==> config.mk <==
export PLATFORM = sky130hd
export DESIGN_NAME = trio_timer
export DESIGN_NICKNAME = d
export VERILOG_FILES = /design/src/rtl/trio_pkg.sv /design/src/rtl/trio_core.sv /design/src/rtl/trio_regs.sv /design/src/rtl/trio_timer.sv
export SDC_FILE = /design/constraint.sdc
export NUM_CORES = 1
export LEC_CHECK = 0
export ABC_AREA = 1
export BUFFER_PORTS_ARGS = -buffer_cell sky130_fd_sc_hd__clkbuf_2
export CAP_MARGIN = 10
export CORE_UTILIZATION = 50
export DETAILED_ROUTE_END_ITERATION = 16
export PLACE_DENSITY = 0.71
export SLEW_MARGIN = 20
export SYNTH_ARGS = -nofsm -noshare
export SYNTH_HDL_FRONTEND = slang
export SYNTH_HIERARCHICAL = 1
export SYNTH_SLANG_ARGS = --single-unit
==> constraint.sdc <==
create_clock -name clk -period 5.2 [get_ports clk]
set_clock_uncertainty 0.15 [all_clocks]
set_input_delay 0 -clock clk [delete_from_list [all_inputs] [get_ports clk]]
set_output_delay 0 -clock clk [all_outputs]
set_load 0.01 [all_outputs]
==> src/rtl/trio_pkg.sv <==
package trio_pkg;
  localparam int CNT_W = 16;
  localparam int SEL_W = 4;
  localparam int PRE_W = 1 << SEL_W;
  localparam int NBANK = 9;

  typedef enum logic [3:0] {
    BK_CLK = 4'd0, BK_CTL = 4'd1, BK_CNT = 4'd2, BK_LIM = 4'd3,
    BK_CMA = 4'd4, BK_CMB = 4'd5, BK_CMC = 4'd6, BK_FLG = 4'd7,
    BK_IEN = 4'd8, BK_NONE = 4'd15
  } bank_e;

  // strobes and settings from control to datapath, one per channel
  typedef struct packed {
    logic run;
    logic limMode;
    logic divEn;
    logic [SEL_W-1:0] divSel;
    logic [CNT_W-1:0] limit;
    logic restart;
  } chanCmd_t;
endpackage

==> src/rtl/trio_core.sv <==
module trio_core
  import trio_pkg::*;
#(
  parameter int NCH = 3
) (
  input  logic clk,
  input  logic rstN,
  input  chanCmd_t [NCH-1:0] cmd,
  output logic [NCH-1:0][CNT_W-1:0] count,
  output logic [NCH-1:0] evt
);
  for (genvar k = 0; k < NCH; k++) begin : g_ch
    logic [PRE_W-1:0] divCnt;
    logic [PRE_W-1:0] divMask;
    logic [CNT_W-1:0] cntQ;
    logic tick;
    logic wrapNow;

    always_comb begin
      for (int i = 0; i < PRE_W; i++) begin
        divMask[i] = (SEL_W'(i) <= cmd[k].divSel);
      end
    end

    assign tick = cmd[k].run && (!cmd[k].divEn || ((divCnt & divMask) == divMask));
    assign wrapNow = tick && cmd[k].limMode && (cntQ == cmd[k].limit);

    always_ff @(posedge clk) begin
      if (!rstN) begin
        cntQ <= '0;
        divCnt <= '0;
      end else if (cmd[k].restart) begin
        cntQ <= '0;
        divCnt <= '0;
      end else if (cmd[k].run) begin
        divCnt <= tick ? '0 : divCnt + 1'b1;
        if (tick) cntQ <= wrapNow ? '0 : cntQ + 1'b1;
      end
    end

    assign count[k] = cntQ;
    assign evt[k] = wrapNow && !cmd[k].restart;
  end
endmodule

==> src/rtl/trio_regs.sv <==
module trio_regs
  import trio_pkg::*;
#(
  parameter int NCH = 3,
  parameter int ADDR_W = 8
) (
  input  logic clk,
  input  logic rstN,
  input  logic wrEn,
  input  logic rdEn,
  input  logic [ADDR_W-1:0] addr,
  input  logic [31:0] wdata,
  output logic [31:0] rdata,
  input  logic [NCH-1:0][CNT_W-1:0] count,
  input  logic [NCH-1:0] evt,
  output chanCmd_t [NCH-1:0] cmd,
  output logic [NCH-1:0] irq
);
  localparam int CH_W = (NCH > 1) ? $clog2(NCH) : 1;
  localparam int WORDS = NBANK * NCH;

  logic [ADDR_W-3:0] word;
  logic hit;
  bank_e bankSel;
  logic [CH_W-1:0] chSel;
  logic [NCH-1:0][31:0] rdVal;
  logic unusedBits;

  assign word = addr[ADDR_W-1:2];
  assign unusedBits = &{1'b0, addr[1:0], wdata[31:CNT_W]};

  always_comb begin
    hit = (32'(word) < WORDS);
    bankSel = hit ? bank_e'(4'(32'(word) / NCH)) : BK_NONE;
    chSel = CH_W'(32'(word) % NCH);
  end

  for (genvar k = 0; k < NCH; k++) begin : g_ch
    logic [SEL_W:0] clkReg;
    logic [5:0] ctlReg;
    logic [CNT_W-1:0] limReg;
    logic [2:0][CNT_W-1:0] cmpReg;
    logic flgReg;
    logic ienReg;
    logic wrHit;
    logic rdHit;
    logic [31:0] rdLocal;

    assign wrHit = wrEn && hit && (chSel == CH_W'(k));
    assign rdHit = rdEn && hit && (chSel == CH_W'(k));

    always_ff @(posedge clk) begin
      if (!rstN) begin
        clkReg <= '0;
        ctlReg <= 6'h01;
        limReg <= '0;
        cmpReg <= '0;
        flgReg <= 1'b0;
        ienReg <= 1'b0;
      end else begin
        if (wrHit) begin
          case (bankSel)
            BK_CLK: clkReg <= wdata[SEL_W:0];
            BK_CTL: ctlReg <= {wdata[5], 1'b0, wdata[3:0]};
            BK_LIM: limReg <= wdata[CNT_W-1:0];
            BK_CMA: cmpReg[0] <= wdata[CNT_W-1:0];
            BK_CMB: cmpReg[1] <= wdata[CNT_W-1:0];
            BK_CMC: cmpReg[2] <= wdata[CNT_W-1:0];
            BK_IEN: ienReg <= wdata[0];
            default: ;
          endcase
        end
        if (evt[k]) flgReg <= 1'b1;
        else if ((rdHit && bankSel == BK_FLG) || (wrHit && bankSel == BK_FLG && wdata[0]))
          flgReg <= 1'b0;
      end
    end

    always_comb begin
      case (bankSel)
        BK_CLK: rdLocal = 32'(clkReg);
        BK_CTL: rdLocal = 32'(ctlReg);
        BK_CNT: rdLocal = 32'(count[k]);
        BK_LIM: rdLocal = 32'(limReg);
        BK_CMA: rdLocal = 32'(cmpReg[0]);
        BK_CMB: rdLocal = 32'(cmpReg[1]);
        BK_CMC: rdLocal = 32'(cmpReg[2]);
        BK_FLG: rdLocal = 32'(flgReg);
        BK_IEN: rdLocal = 32'(ienReg);
        default: rdLocal = '0;
      endcase
    end

    assign rdVal[k] = rdLocal;
    assign irq[k] = flgReg & ienReg;
    assign cmd[k] = '{
      run:     !ctlReg[0],
      limMode: ctlReg[1],
      divEn:   clkReg[0],
      divSel:  clkReg[SEL_W:1],
      limit:   limReg,
      restart: wrHit && (bankSel == BK_CTL) && wdata[4]
    };
  end

  always_ff @(posedge clk) begin
    if (!rstN) rdata <= '0;
    else if (rdEn) rdata <= hit ? rdVal[chSel] : '0;
  end
endmodule

==> src/rtl/trio_timer.sv <==
module trio_timer
  import trio_pkg::*;
#(
  parameter int NCH = 3,
  parameter int ADDR_W = 8
) (
  input  logic clk,
  input  logic rstN,
  input  logic wrEn,
  input  logic rdEn,
  input  logic [ADDR_W-1:0] addr,
  input  logic [31:0] wdata,
  output logic [31:0] rdata,
  output logic [NCH-1:0] irq
);
  chanCmd_t [NCH-1:0] cmd;
  logic [NCH-1:0][CNT_W-1:0] count;
  logic [NCH-1:0] evt;

  trio_regs #(.NCH(NCH), .ADDR_W(ADDR_W)) u_regs (
    .clk(clk), .rstN(rstN), .wrEn(wrEn), .rdEn(rdEn), .addr(addr),
    .wdata(wdata), .rdata(rdata), .count(count), .evt(evt),
    .cmd(cmd), .irq(irq)
  );

  trio_core #(.NCH(NCH)) u_core (
    .clk(clk), .rstN(rstN), .cmd(cmd), .count(count), .evt(evt)
  );
endmodule

; ---- After elaboration in Yosys (flattened, before gate mapping)
; Cells that the tools add are included.
[op_classes]
add_sub_neg = 6
div_mod_pow = 2
magnitude_cmp = 50
n_eq_ne = 16
mux = 19
bitwise = 10
n_reduce_logical = 82
[op_table]
columns = operator, n
row1 = case mux 16 bit (9 select lines), 3
row2 = "adder 16 x 1 -> 16 bit, second input constant", 6
row3 = == test 16 bit, 6
row4 = "<= comparator 4 bit, first input constant", 24
row5 = two-way mux 16 bit, 6
row6 = binary-select mux 32 bit (select 2 bit), 1
row7 = two-way mux 32 bit, 2
row8 = bitwise AND 16 bit, 3
row9 = "<= comparator 3 x 4 -> 1 bit, first input constant", 12
row10 = AND reduction 2 bit, 24
row11 = logical AND 1 bit, 35
row12 = "divider 6 x 2 -> 32 bit, second input constant", 1
row13 = "modulo 6 x 2 -> 32 bit, second input constant", 1
row14 = "<= comparator 1 x 4 -> 1 bit, first input constant", 6
row15 = "<= comparator 2 x 4 -> 1 bit, first input constant", 6
row16 = "== test 4 x 3 -> 1 bit, second input constant", 4
row17 = zero test 1 bit, 9
row18 = "== test 4 x 2 -> 1 bit, second input constant", 2
row19 = logical OR 1 bit, 6
row20 = "< comparator 6 x 5 -> 1 bit, second input constant", 1
row21 = two-way mux 1 bit, 6
row22 = nonzero test 2 bit, 3
row23 = OR reduction 2 bit, 3
row24 = "== test 4 x 1 -> 1 bit, second input constant", 1
row25 = 9 further kinds, 14
[word_totals]
reg_bits = 356
output_inout_bits = 35

; ---- Depth between registers and ports, before layout
; Gate-level depths: netlist of the first run.
[depth]
word_depth = 9
mapped_depth = 37

; ---- By module
; Netlist of the first run, hierarchy kept.
[modules_own_cells]
columns = mod, n_inst, cells_per_inst, area_per_inst_um2
row1 = trio_regs, 1, 1760, 11808.8
row2 = trio_core, 1, 1004, 6109.6

; ---- Worst setup path before layout of the first run
; No wires, ideal clock.
[synth_timing]
kind = input -> register
from = in addr[6]
to = reg u_core.g_ch[0].cntQ[12]
setup_time_ps = 113
t_arrival_ps = 4120
required_ps = 4937
slack_ps = 817
path_stages = 34
cell_sequence = clkbuf_1 > ha_1 > inv_1 > nand2_1 > nand2_2 > nand3_4 > nand2_1 > nand3_2 > nand2_2 > nand2_1 > nand2_1 > inv_1 > ha_1 > nor2_4 > nand3_4 > xor2_1 > ha_1 > or2_2 > a31oi_1 > nand2_1 > nor2_4 > nand3_1 > nand2_1 > nand2_2 > nor2_4 > inv_4 > nor2_1 > inv_1 > nor2_1 > nor2_1 > nand2_2 > inv_2 > o21ai_1 > nor2_1
[synth_lines]
columns = element, line
row1 = start: declaration, trio_timer.sv:11  ; input logic [ADDR_W-1:0] addr,
row2 = end signal: assignment, trio_core.sv:37  ; if (tick) cntQ <= wrapNow ? '0 : cntQ + 1'b1;
row3 = end: declaration, trio_core.sv:15  ; logic [CNT_W-1:0] cntQ;

==> impl_metrics.py, run 1 <==
metrics = {
    "floorplan": {
        "start_util_pct": 51.4,
        "dieArea_um2": 36600,
        "core_um2": 34900,
        "ioPinCount": 79,
        "die_height_um": 191,
        "rows": 68,
        "die_x_um": 191,
    },
    "pwr": {
        "p_seq_share_pct": 43.4,
        "p_int_w": 0.00451,
        "p_leak_nw": 8.26,
        "netSwitchingPower_w": 0.00154,
        "p_total_w": 0.00604,
        "pwr-share-comb_pct": 9.5,
        "power.density_nw_per_um2": 304,
        "netSwitchingFraction_pct": 25.4,
        "power_frac_clock_pct": 47.2,
        "vdd.ir_drop.worst_mv": 0.293,
    },
    "worst_hold_path": {
        "min_from": "addr[4]",
        "min_to": "u_regs/g_ch[0].ienReg$_SDFFE_PN0P_",
        "min_path_cells": 6,
        "holdCritPathClass": "input pin to register",
    },
    "timing": {
        "slew_headroom_pct": 25.8,
        "timing.hold.ws_ps": 45.2,
        "final_hold_viol_count": 0,
        "fin_setup_tns_ps": 0,
        "post-route-period-util_pct": 88.0,
        "setup_violations": 0,
        "rsz0062_at_grt": "no",
        "clock.fmax_mhz": 218,
        "period_needed_ps": 4580,
        "slew_violations": 0,
        "tightest_slew_ps": 1110,
    },
    "critical_path": {
        "r2r_setup_slack_ps": 2750,
        "r2r_cells": 9,
        "critPathKind": "input pin to register",
        "crit_arrival_ps": 4900,
        "endpoint_kind": "register",
        "critPathMaxFanout": 13,
        "path_buf_inv": 4,
        "slowest_delay_ps": 380,
        "r2r_end": "u_core/g_ch[2].divCnt[12]$_SDFFE_PP0P_",
        "required_ps": 5530,
        "cp-start-kind": "input pin",
        "reg2reg_from": "u_regs/g_ch[2].ctlReg[0]$_SDFFE_PN1P_",
        "cp_top_family": "simple AND/OR/NAND/NOR gates",
        "path_common_cell": "nand2_1",
        "startpoint": "addr[6]",
        "cpMaxStageDelayCell": "nand3_1",
    },
    "synth": {
        "synthMuxAreaShare_pct": 0.0559,
        "yosysWarnings": 6,
        "dominantRegCellSynth": "dfxtp_1",
        "synth.distinct_cells": 54,
        "synth-seq-cells": 340,
        "avgSynthCellArea_um2": 6.48,
        "synth_top_family_by_area": "simple AND/OR/NAND/NOR gates",
        "synthXorXnorAreaFrac_pct": 1.32,
        "synth_simple_gate_area_share_pct": 36.6,
        "syn_area_um2": 17900,
        "synth-seq-area-share_pct": 38.0,
        "yosys.area_share.adder_pct": 0.628,
        "synth-edff-count": 0,
        "synth_compound_area_share_pct": 13.4,
        "synthCells": 2764,
        "async_flop_share_pct": 0,
    },
    "layout": {
        "final_common_cell": "nor2_1",
        "final_util_pct": 57.1,
        "n_fill_cell": 3340,
        "area_growth_pct": 11.1,
        "drive_gt1_share_pct": 9.57,
        "mostFrequentLayoutCells": "nor2_1, nand2_1, dfxtp_1, inv_1, o21ai_0",
        "finalNetCount": 2835,
    },
    "route": {
        "drt_wl_total_um": 54800,
        "avgViaCountPerCell": 5.46,
        "via_count": 17800,
        "firstDrtPassIters": 6,
        "wire_per_inst_um": 16.8,
        "drc_errors": 0,
        "ant_nets": 0,
        "first_iter_violations": 1735,
    },
    "clock_tree": {
        "h-tree-depth": 2,
        "post_cts_buffers": 0,
        "cts_buffers": 39,
        "insertion_delay_ps": 540,
        "cts_root_buf": "clkbuf_16",
        "cts_sinks": 340,
        "ctsResizeCount": 0,
        "cts_buffer_depth": 3,
        "cts_tree": "done",
        "path_clk_slew_ps": 60,
        "postCtsHoldBufs": 20,
    },
    "grt": {
        "grt_max_degree": 124,
        "grt_overflow_total": 0,
        "grt_usage_pct": 29.8,
        "grt_pass1_vias": 16400,
        "grt_antenna_before_repair": 2,
        "grt_pass1_wl_um": 86100,
    },
    "placement": {
        "port_buffers": 44,
        "routabilityCongestion": 0.953,
        "hpwlAfterDp_um": 38000,
    },
    "status": {
        "outcome": "finished, final reports clean",
    },
    "job": {
        "maxCapViolations": 0,
    },
}
==> worst register-to-register path, delay by kind of cell, from the launching register on <==
| family | cells | cell delay, ps |
|---|---|---|
| simple gates | 7 | 1380 |
| flops | 1 | 330 |
| buf+inv | 1 | 420 |
| compound gates | 1 | 90 |
==> power by group through the flow <==
stage	logic (W)	clock network, W	registers (W)
after global placement	0.000537	0	0.00268
final	0.000572	0.00285	0.00262
after floorplan	0.000364	0	0.00268
after CTS	0.000554	0.00289	0.00262
after global routing	0.000609	0.00301	0.00262
after detailed placement	0.000540	0	0.00268
==> final cells by class <==
| type | instances | area (um^2) | share of cell area [%] |
|---|---|---|---|
| multi-input cells | 2016 | 9370 | 47.1 |
| flip-flops and latches | 340 | 6810 | 34.2 |
| clock buffers | 64 | 1250 | 6.29 |
| inverters | 286 | 1080 | 5.44 |
| repair buffers | 99 | 736 | 3.69 |
| well taps | 455 | 569 | 2.86 |
| clock inverters | 7 | 91.3 | 0.459 |
| diodes | 1 | 2.50 | 0.0126 |
==> worst max path at each step <==
| stage | end | slack (ps) | depth (start not counted) |
|---|---|---|---|
| 5_1_grt | u_core/g_ch[1].divCnt[4]$_SDFFE_PP0P_ | 200 | 29 |
| 3_3_place_gp | u_core/g_ch[1].divCnt[15]$_SDFFE_PP0P_ | 280 | 29 |
| 3_5_place_dp | u_core/g_ch[1].divCnt[15]$_SDFFE_PP0P_ | 170 | 29 |
| 2_1_floorplan | u_core/g_ch[0].cntQ[12]$_SDFFE_PP0P_ | 820 | 34 |
| 4_1_cts | u_core/g_ch[1].divCnt[15]$_SDFFE_PP0P_ | 690 | 29 |
| 6_report | u_core/g_ch[1].divCnt[15]$_SDFFE_PP0P_ | 620 | 29 |
==> cells in the mapped netlist (all sizes together) (8+ instances only) <==
master	instances	area, um^2
nor3b	11	97.6
ha	9	113
xnor2	8	70.1
clkbuf	58	228
a22oi	9	67.6
nor2	631	2570
xor2	19	166
buf	79	490
nand2	602	2370
a21oi	155	810
nand4	52	332
nand3	147	823
nor3	44	235
o21ai	276	1390
inv	282	1070
dfxtp	340	6810
==> routing by layer <==
layer,GRT usage (%),routed length (um),up-vias
met5,0,0,-
met4,12.2,1890,0
met3,4.48,4350,119
met2,48.7,25100,708
met1,39.3,23500,8204
li1,-,-,8815
==> state kept, by name (all words and copies together) (netlist names) <==
| register | cells |
|---|---|
| u_regs/g_ch.cmpReg | 144 |
| u_core/g_ch.cntQ | 48 |
| u_core/g_ch.divCnt | 48 |
| u_regs/g_ch.limReg | 48 |
| u_regs/rdata | 16 |
| u_regs/g_ch.clkReg | 15 |
| u_regs/g_ch.ctlReg | 15 |
| u_regs/g_ch.flgReg | 3 |
| u_regs/g_ch.ienReg | 3 |
==> stage by stage <==
stage	cell area [um^2]	setup WS, ps	instances
2_1_floorplan	18000	817	2779
3_3_place_gp	18400	280	3176
3_5_place_dp	18400	169	3176
4_1_cts	19900	694	3267
5_1_grt	19900	200	3268
6_report	19900	623	3268
==> cell families (layout without fill, tap and decap cells) <==
kind of cell | Yosys count | count (layout)
xor gates and xnor gates | 27 | 27
and+or+nand+nor | 1505 | 1505
DFF | 340 | 340
AOI/OAI and AO/OA | 458 | 458
adders and majority gates | 9 | 9
buffers and inverters | 423 | 456
other | 1 | 17
muxes | 1 | 1
No activity file was read; power rests on OpenSTA's default activity.
==> run 2, diff against run 1 <==
--- a/config.mk
+++ b/config.mk
@@ -8,6 +8,7 @@
 export ABC_AREA = 1
 export BUFFER_PORTS_ARGS = -buffer_cell sky130_fd_sc_hd__clkbuf_2
 export CAP_MARGIN = 10
+export CORE_MARGIN = 8
 export CORE_UTILIZATION = 50
 export DETAILED_ROUTE_END_ITERATION = 16
 export PLACE_DENSITY = 0.71
==> constraint.sdc (replaced) <==
create_clock -name clk -period 4.5 [get_ports clk]
set_clock_uncertainty 0.15 [all_clocks]
set_input_delay 0 -clock clk [delete_from_list [all_inputs] [get_ports clk]]
set_output_delay 0 -clock clk [all_outputs]
set_load 0.01 [all_outputs]
==> run 2 against run 1 <==
Sequential cell count is the same. Non-clock buffer count up 39. Clock power is 11% higher. Largest cell class unchanged.
==> impl_metrics.py, run 2 (synthesis results as in run 1) <==
metrics = {
    "placement": {
        "routabilityCongestion": 0.987,
        "port_buffers": 44,
        "postPlaceCellArea_um2": 18700,
        "place_ws_ps": 1.87,
        "hpwlAfterDp_um": 40200,
    },
    "critical_path": {
        "critPathMaxFanout": 21,
        "cpMaxStageDelayCell": "inv_1",
        "path_common_cell": "nand2_1",
        "cp-start-kind": "input pin",
        "required_ps": 4770,
        "endpoint_kind": "register",
        "r2r_setup_slack_ps": 2050,
        "critPathKind": "input pin to register",
        "crit_arrival_ps": 4450,
        "slowest_delay_ps": 390,
    },
    "route": {
        "wire_per_inst_um": 17.4,
        "first_iter_violations": 1894,
        "drc_errors": 0,
        "firstDrtPassIters": 6,
        "via_count": 18200,
        "ant_nets": 0,
        "drt_wl_total_um": 57600,
        "avgViaCountPerCell": 5.51,
    },
    "layout": {
        "area_growth_pct": 12.6,
        "largest-register": "u_regs/g_ch.cmpReg",
        "drive_gt1_share_pct": 10.7,
        "mostFrequentLayoutCells": "nor2_1, nand2_1, dfxtp_1, inv_1, o21ai_0",
        "antenna_cells": 0,
        "final_common_cell": "nor2_1",
        "largest_register_ffs": 144,
        "finalNetCount": 2875,
        "design_area_um2": 20200,
    },
    "worst_hold_path": {
        "holdCritPathClass": "input pin to register",
    },
    "floorplan": {
        "dieArea_um2": 42200,
        "rows": 69,
        "ioPinCount": 79,
        "start_util_pct": 50.6,
        "die_x_um": 205,
        "die_height_um": 205,
        "core_um2": 35400,
    },
    "timing": {
        "setup_violations": 0,
        "tightest_slew_ps": 933,
        "slew_headroom_pct": 37.8,
        "slew_violations": 0,
        "post-route-period-util_pct": 93.0,
        "fin_ws_ps": 317,
        "final_hold_viol_count": 0,
        "clock.fmax_mhz": 239,
        "fin_setup_tns_ps": 0,
        "period_needed_ps": 4180,
    },
    "clock_tree": {
        "cts_buffer_depth": 3,
        "insertion_delay_ps": 560,
        "cts_tree": "done",
        "path_clk_slew_ps": 60,
        "cts_buffers": 40,
        "cts_root_buf": "clkbuf_16",
        "cts_sinks": 340,
        "h-tree-depth": 2,
    },
    "grt": {
        "grt_pass1_vias": 17200,
        "grt_overflow_total": 0,
        "grt_max_degree": 217,
        "grt_usage_pct": 26.8,
        "grt_antenna_before_repair": 0,
        "grt_pass1_wl_um": 91200,
    },
    "pwr": {
        "power.density_nw_per_um2": 343,
        "p_total_w": 0.00691,
        "p_leak_nw": 8.42,
        "vdd.ir_drop.worst_mv": 0.310,
    },
    "status": {
        "outcome": "finished, final reports clean",
    },
    "job": {
        "maxCapViolations": 0,
    },
}
run 2: cell types whose count changed in the layout (fill, tap and decap cells not counted), sizes merged:
cell	delta
buf	+39
bufinv	-1
clkbuf	-5
clkinv	+5
clkinvlp	-1
diode	-1
run 2: layout make-up:
type	count	area, um^2
fill	3422	15200
multi-input combinational	2016	9380
sequential	340	6810
clock buffer	59	1170
inverter	286	1080
timing repair buffer	138	1070
tap	461	577
clock inverter	10	90.1
run 2: worst max-delay path: cells and delay by family:
kind	cells	cell delay [ps]
adder cells (fa/ha/maj)	3	690
buffers and inverters	5	740
AND/OR/NAND/NOR	19	2320
AO/OA/AOI/OAI	3	530
XOR/XNOR	1	160
run 2: routing by layer:
metal / track usage, % / share of wire, % / vias up / routed length, um
met1: 34.4 / 42 / 8411 / 24200
li1: - / - / 8886 / -
met3: 5.40 / 9.2 / 142 / 5310
met2: 43.1 / 45 / 800 / 25900
met4: 11.6 / 3.7 / 0 / 2160
met5: 0 / 0 / - / 0
run 2: stage by stage:
| stage | utilization [%] | cells | hold WS (ps) |
|---|---|---|---|
| floorplan | - | 2779 | -15.1 |
| global placement | 52.8 | 3218 | 153 |
| detailed placement | 52.8 | 3218 | 155 |
| CTS | 56.9 | 3308 | 16.5 |
| global route | 57.0 | 3310 | 46.5 |
| finish | 57.0 | 3310 | 27.0 |
run 2: path summary, 6_finish.rpt:
kind | depth (start not counted) | endpoint | start
max reg2reg | 10 | u_core/g_ch[0].divCnt[14]$_SDFFE_PP0P_ | u_regs/g_ch[0].ctlReg[0]$_SDFFE_PN1P_
min reg2reg | 2 | u_regs/g_ch[1].ctlReg[3]$_SDFFE_PN0P_ | u_regs/g_ch[1].ctlReg[3]$_SDFFE_PN0P_
min | 3 | u_regs/g_ch[2].clkReg[4]$_SDFFE_PN0P_ | wdata[4]
max | 31 | u_regs/g_ch[1].cmpReg[29]$_SDFFE_PN0P_ | addr[7]
run 2: power by group:
part | internal [W] | switching [W] | leakage [nW]
Sequential | 0.00302 | 0.00000976 | 2.74
Combinational | 0.000214 | 0.000490 | 5.06
Clock | 0.00186 | 0.00131 | 0.626
run 2: repair_timing:
action	CTS	global route
endpoints found under the setup margin	0	1
setup buffers	0	3
gates resized for setup	0	1
hold buffers	21	0
hold endpoints to repair	214	0
